[config.mk]
export PLATFORM = sky130hd
export DESIGN_NAME = ds3_msg_irq_ctrl
export DESIGN_NICKNAME = d
export VERILOG_FILES = /design/src/rtl/ds3_msg_irq_pkg.sv /design/src/rtl/ds3_msg_feac_seq.sv /design/src/rtl/ds3_msg_dl_track.sv /design/src/rtl/ds3_msg_bus_dec.sv /design/src/rtl/ds3_msg_irq_ctrl.sv
export SDC_FILE = /design/constraint.sdc
export NUM_CORES = 1
export LEC_CHECK = 0
export ABC_AREA = 0
export BUFFER_PORTS_ARGS = -buffer_cell sky130_fd_sc_hd__buf_2
export CAP_MARGIN = 10
export CORE_UTILIZATION = 47
export CTS_CLUSTER_SIZE = 24
export DETAILED_ROUTE_END_ITERATION = 6
export GPL_TIMING_DRIVEN = 1
export PLACE_DENSITY = 0.81
export SETUP_SLACK_MARGIN = 0.15
export SYNTH_ARGS = -nofsm -noshare
export SYNTH_HDL_FRONTEND = slang
export SYNTH_SLANG_ARGS = --single-unit
[constraint.sdc]
create_clock -name clk -period 3.2 [get_ports clk]
set_input_delay 0.64 -clock clk [delete_from_list [all_inputs] [get_ports clk]]
set_output_delay 0.64 -clock clk [all_outputs]
set_load 0.05 [all_outputs]
[src/rtl/ds3_msg_irq_pkg.sv]
package ds3_msg_irq_pkg;
    // FEAC control/status register field positions
    localparam int unsigned FC_BUSY_B = 0;
    localparam int unsigned FC_GO_B   = 1;
    localparam int unsigned FC_EN_B   = 2;
    localparam int unsigned FC_IST_B  = 3;
    localparam int unsigned FC_IEN_B  = 4;
    // Data-link control/status register field positions
    localparam int unsigned DC_IST_B   = 0;
    localparam int unsigned DC_IEN_B   = 1;
    localparam int unsigned DC_BUSY_B  = 2;
    localparam int unsigned DC_START_B = 3;

    typedef struct packed {
        logic busy;
        logic start;
        logic ist;
        logic ien;
    } dl_state_t;
endpackage

[src/rtl/ds3_msg_feac_seq.sv]
module ds3_msg_feac_seq
    import ds3_msg_irq_pkg::*;
#(
    parameter int unsigned REPEATS = 10,
    parameter int unsigned DATA_W  = 8
) (
    input  logic              clk,
    input  logic              rst_n,
    input  logic              wr_hit,
    input  logic              rd_hit,
    input  logic              wd_go,
    input  logic              wd_en,
    input  logic              wd_ien,
    input  logic              msg_done,
    output logic [DATA_W-1:0] view,
    output logic              busy,
    output logic              irq_req
);
    localparam int unsigned CNT_W = $clog2(REPEATS + 1);
    localparam logic [CNT_W-1:0] LAST = CNT_W'(REPEATS - 1);

    typedef struct packed {
        logic             busy;
        logic             go;
        logic             en;
        logic             ist;
        logic             ien;
        logic [CNT_W-1:0] cnt;
    } feac_state_t;

    feac_state_t s_d, s_q;
    logic start_ok;
    logic finish;

    always_comb begin
        s_d      = s_q;
        start_ok = wr_hit && wd_go && wd_en && !s_q.busy;
        finish   = s_q.busy && msg_done && (s_q.cnt == LAST);
        if (wr_hit) begin
            s_d.en  = wd_en;
            s_d.ien = wd_ien;
        end
        if (start_ok) begin
            s_d.busy = 1'b1;
            s_d.go   = 1'b1;
            s_d.cnt  = '0;
        end else if (s_q.busy && msg_done) begin
            if (finish) begin
                s_d.busy = 1'b0;
                s_d.go   = 1'b0;
                s_d.cnt  = '0;
            end else begin
                s_d.cnt = s_q.cnt + 1'b1;
            end
        end
        // a completion in the same cycle as a clearing read wins
        s_d.ist = finish || (s_q.ist && !rd_hit);
    end

    always_ff @(posedge clk or negedge rst_n) begin
        if (!rst_n) s_q <= '0;
        else        s_q <= s_d;
    end

    always_comb begin
        view            = '0;
        view[FC_BUSY_B] = s_q.busy;
        view[FC_GO_B]   = s_q.go;
        view[FC_EN_B]   = s_q.en;
        view[FC_IST_B]  = s_q.ist;
        view[FC_IEN_B]  = s_q.ien;
    end

    assign busy    = s_q.busy;
    assign irq_req = s_q.ist && s_q.ien;
endmodule

[src/rtl/ds3_msg_dl_track.sv]
module ds3_msg_dl_track
    import ds3_msg_irq_pkg::*;
#(
    parameter int unsigned DATA_W = 8
) (
    input  logic              clk,
    input  logic              rst_n,
    input  logic              wr_hit,
    input  logic              rd_hit,
    input  logic              wd_start,
    input  logic              wd_ien,
    input  logic              msg_done,
    output logic [DATA_W-1:0] view,
    output logic              busy,
    output logic              irq_req
);
    dl_state_t s_d, s_q;
    logic done_ok;

    always_comb begin
        s_d     = s_q;
        done_ok = s_q.busy && msg_done;
        if (wr_hit) s_d.ien = wd_ien;
        if (done_ok) begin
            s_d.busy  = 1'b0;
            s_d.start = 1'b0;
        end else if (wr_hit && wd_start && !s_q.busy) begin
            s_d.busy  = 1'b1;
            s_d.start = 1'b1;
        end
        s_d.ist = done_ok || (s_q.ist && !rd_hit);
    end

    always_ff @(posedge clk or negedge rst_n) begin
        if (!rst_n) s_q <= '0;
        else        s_q <= s_d;
    end

    always_comb begin
        view             = '0;
        view[DC_IST_B]   = s_q.ist;
        view[DC_IEN_B]   = s_q.ien;
        view[DC_BUSY_B]  = s_q.busy;
        view[DC_START_B] = s_q.start;
    end

    assign busy    = s_q.busy;
    assign irq_req = s_q.ist && s_q.ien;
endmodule

[src/rtl/ds3_msg_bus_dec.sv]
module ds3_msg_bus_dec #(
    parameter int unsigned ADDR_W = 8,
    parameter int unsigned DATA_W = 8,
    parameter logic [ADDR_W-1:0] FEAC_ADDR = 8'h1C,
    parameter logic [ADDR_W-1:0] DL_ADDR   = 8'h1F
) (
    input  logic [ADDR_W-1:0] addr,
    input  logic              wr,
    input  logic              rd,
    input  logic [DATA_W-1:0] feac_view,
    input  logic [DATA_W-1:0] dl_view,
    input  logic              feac_irq,
    input  logic              dl_irq,
    output logic              feac_wr,
    output logic              feac_rd,
    output logic              dl_wr,
    output logic              dl_rd,
    output logic [DATA_W-1:0] rdata,
    output logic              irq_n
);
    logic feac_sel, dl_sel;

    always_comb begin
        feac_sel = (addr == FEAC_ADDR);
        dl_sel   = (addr == DL_ADDR);
        feac_wr  = wr && feac_sel;
        feac_rd  = rd && feac_sel;
        dl_wr    = wr && dl_sel;
        dl_rd    = rd && dl_sel;
        if (feac_sel)    rdata = feac_view;
        else if (dl_sel) rdata = dl_view;
        else             rdata = '0;
        irq_n = !(feac_irq || dl_irq);
    end
endmodule

[src/rtl/ds3_msg_irq_ctrl.sv]
module ds3_msg_irq_ctrl
    import ds3_msg_irq_pkg::*;
#(
    parameter int unsigned REPEATS = 10,
    parameter int unsigned ADDR_W  = 8,
    parameter int unsigned DATA_W  = 8,
    parameter logic [ADDR_W-1:0] FEAC_ADDR = 8'h1C,
    parameter logic [ADDR_W-1:0] DL_ADDR   = 8'h1F
) (
    input  logic              clk,
    input  logic              rst_n,
    input  logic [ADDR_W-1:0] bus_addr,
    input  logic              bus_wr,
    input  logic              bus_rd,
    input  logic [DATA_W-1:0] bus_wdata,
    output logic [DATA_W-1:0] bus_rdata,
    input  logic              feac_msg_done,
    input  logic              dl_msg_done,
    output logic              feac_active,
    output logic              dl_active,
    output logic              irq_n
);
    logic [DATA_W-1:0] feac_view, dl_view;
    logic feac_irq, dl_irq;
    logic feac_wr, feac_rd, dl_wr, dl_rd;
    logic unused_wbits;

    // bits that no register stores (read-only or reserved positions)
    assign unused_wbits = ^{bus_wdata[DATA_W-1:5], bus_wdata[0]};

    ds3_msg_bus_dec #(
        .ADDR_W(ADDR_W), .DATA_W(DATA_W),
        .FEAC_ADDR(FEAC_ADDR), .DL_ADDR(DL_ADDR)
    ) u_dec (
        .addr(bus_addr), .wr(bus_wr), .rd(bus_rd),
        .feac_view(feac_view), .dl_view(dl_view),
        .feac_irq(feac_irq), .dl_irq(dl_irq),
        .feac_wr(feac_wr), .feac_rd(feac_rd),
        .dl_wr(dl_wr), .dl_rd(dl_rd),
        .rdata(bus_rdata), .irq_n(irq_n)
    );

    ds3_msg_feac_seq #(.REPEATS(REPEATS), .DATA_W(DATA_W)) u_feac (
        .clk(clk), .rst_n(rst_n),
        .wr_hit(feac_wr), .rd_hit(feac_rd),
        .wd_go(bus_wdata[FC_GO_B]), .wd_en(bus_wdata[FC_EN_B]),
        .wd_ien(bus_wdata[FC_IEN_B]),
        .msg_done(feac_msg_done),
        .view(feac_view), .busy(feac_active), .irq_req(feac_irq)
    );

    ds3_msg_dl_track #(.DATA_W(DATA_W)) u_dl (
        .clk(clk), .rst_n(rst_n),
        .wr_hit(dl_wr), .rd_hit(dl_rd),
        .wd_start(bus_wdata[DC_START_B]), .wd_ien(bus_wdata[DC_IEN_B]),
        .msg_done(dl_msg_done),
        .view(dl_view), .busy(dl_active), .irq_req(dl_irq)
    );
endmodule

==> impl_metrics.ini <==
[status]
status = complete, no violations

[critical_path]
crit_path_max_fanout = 7
reg2reg_from = u_feac.s_q[0]
crit_end = bus_rdata[2]
cpPeakStageDelay_ns = 0.38
critPathArrivalTime_ns = 1.66
startpoint_type = primary input
setup.worst_path.end_class = output pin
r2r_end = u_feac.s_q[0]
crit_slowest_cell = and4b_1
reg2reg_slack_ns = 1.99
worst-path-stages = 5
startpoint = bus_addr[5]
crit_buf_inv = 2
path_cells = buf_2 -> and4b_1 -> nand2_1 -> a21oi_1 -> buf_2
critPathKind = primary input to output pin
reg2regPathDepth = 4
cpMostUsedCell = buf_2
crit_family = simple AND/OR/NAND/NOR gates
crit_required_ns = 2.56

[drt]
drt-vias-per-instance = 5.39
vias = 615
first_iter_violations = 4
finalWirelength_um = 1350
drc = 0
wl_per_cell_um = 11.8
dr.pass1.iters = 3
ant_nets = 0

[power]
power_switching_mw = 0.0847
seqPwrFrac_pct = 53.0
p_leak_nw = 0.403
combPwrFrac_pct = 16.5
sw_frac_of_total_pct = 28.3
max-vdd-ir-drop_v = 0.000176
clkPwrFrac_pct = 30.6
p_int_mw = 0.214
power_density_nw_per_um2 = 362

[final_layout]
stdcell_area_um2 = 825
drive_gt1_share_pct = 33.3
final_common_cell = buf_2
final_nets = 124
final_core_util_pct = 62.6
area_delta_synth_final_pct = 21.8
final_cell_mix = buf_2 (25), nand2_1 (14), dfrtp_1 (11), a21oi_1 (4)
n_antenna_cell = 0

[timing]
setup_viol_count_final = 0
setup-tns-final_ns = 0
timing.final.max_slew_violations = 0
fin_crit_sh_pct = 71.9
finalHoldViolCount = 0
final.setup_skew_ns = 0.000421
max_freq_mhz = 435
period_minus_slack_ns = 2.30
rsz0062_at_grt = false

[clocking]
ctsHoldBuffers = 0
cts_buffer_depth = 2
clkTransAtPathRegs_ns = 0.07
post_cts_buffers = 0
clkLatencyLatePin_ns = 0.26
h-tree-depth = 1
cts_buffers = 3
cts_resized = 0
cts-root-buf = clkbuf_4
cts_tree = done
clock_sinks = 11

[synthesis]
syn-cell-area_um2 = 677
synth_edf_count = 0
yosysSeqAreaShare_pct = 40.7
synth_top_area_share_pct = 40.7
yosysWarnings = 0
synth.area.top_cells = dfrtp_1 (41%), nand2_1 (7.8%), mux2_1 (5.0%), and4b_1 (4.4%), buf_4 (4.4%)
syn_area_per_cell_um2 = 9.40
yosys.area.top_type = dfrtp_1
synthArstFlopShare_pct = 100
synthDistinctLibCells = 27
syn_inst = 72
synth_top_flop_cell = dfrtp_1
synth-seq-cells = 11

[die]
die_y_um = 40.0
die_w_um = 40.0
start_util_pct = 51.4
coreArea_um2 = 1320
dieArea_um2 = 1600
io_pins = 33
floorplan.rows = 13

[placement]
port_buffers = 25
dp_hpwl_um = 1070
place.gp.congestion = 0.729
placed_cell_area_um2 = 798

[grt]
grt_max_degree = 12
grt_overflow_total = 0
grt_pass1_wl_um = 2150
grt.total_usage_pct = 21.2
antenna_found_initial = 0
grt_pass1_vias = 541

[worst_hold_path]
min_path_type = primary input to asynchronous set/reset pin

[job]
drv_cap = 0
[logic make-up (layout without fill, tap and decap cells)]
logic type      Yosys count  after routing  share of synthesized area (%)
simple gates             34             34                           29.9
mux                       3              3                           4.99
fa+ha+maj                 2              2                           3.70
buf+inv                   6             31                           5.55
flops                    11             11                           40.7
other cells               1              3                          0.554
compound gates           15             15                           14.6
[sequential cells by signal, indices dropped and copies added, names as in the netlist]
name	count
u_feac.s_q	4
u_feac.view	4
u_dl.view	3
[worst min path at each step]
stage	start	end	slack [ns]	cells past startpoint
3_3_place_gp	u_feac.view[2]	u_feac.view[2]	0.50	1
2_1_floorplan	rst_n	u_dl.view[0]	0.34	0
3_5_place_dp	u_feac.view[2]	u_feac.view[2]	0.51	1
6_report	rst_n	u_feac.s_q[2]	0.23	1
5_1_grt	rst_n	u_dl.view[1]	0.24	1
4_1_cts	rst_n	u_feac.s_q[3]	0.24	1
[layer usage]
layer / up-vias / part of all wire, % / global-route usage [%]
met1: 280 / 47 / 23.3
met2: 23 / 47 / 36.3
met3: 2 / 4.5 / 3.33
met5: - / 0 / 0
li1: 310 / - / -
met4: 0 / 1.4 / 15.5
[worst register-to-register path, cell delays in order (launching register included)]
cell      delay, ns
dfrtp_1        0.44
ha_1           0.26
nand3b_1       0.16
nand3_1        0.10
o22ai_1        0.16
[Yosys cell counts (2+ instances only)]
cell type  count
nand3_1        3
and3_2         2
mux2_1         3
and4b_1        3
a21oi_1        4
ha_1           2
dfrtp_1       11
o22ai_1        3
inv_1          2
o21ai_0        2
nor2_1         3
buf_4          4
nand2_1       14
nand4_1        2
o2bb2ai_1      2
[through the flow]
step	setup slack (ns)	hold WS, ns	instances	power (mW)
3_3_place_gp	0.918	0.495	110	0.208
4_1_cts	0.892	0.236	114	0.304
6_report	0.900	0.234	114	0.299
3_5_place_dp	0.897	0.511	110	0.210
2_1_floorplan	0.712	0.344	74	0.190
5_1_grt	0.749	0.235	114	0.320
[area by class of cell]
cell class / count / area, µm²
Clock buffer: 4 / 26.3
Fill cell: 113 / 493
Inverter: 2 / 7.51
Multi-Input combinational cell: 57 / 372
Sequential cell: 11 / 275
Tap cell: 15 / 18.8
Timing Repair Buffer: 25 / 125
[power groups by stage]
stage,logic [mW],clock network (mW),registers (mW)
2_1_floorplan,0.0317,0,0.159
3_3_place_gp,0.0480,0,0.160
3_5_place_dp,0.0498,0,0.160
4_1_cts,0.0497,0.0963,0.158
5_1_grt,0.0545,0.106,0.159
6_report,0.0492,0.0913,0.158
Note: power is estimated with default switching activity, not from simulation.
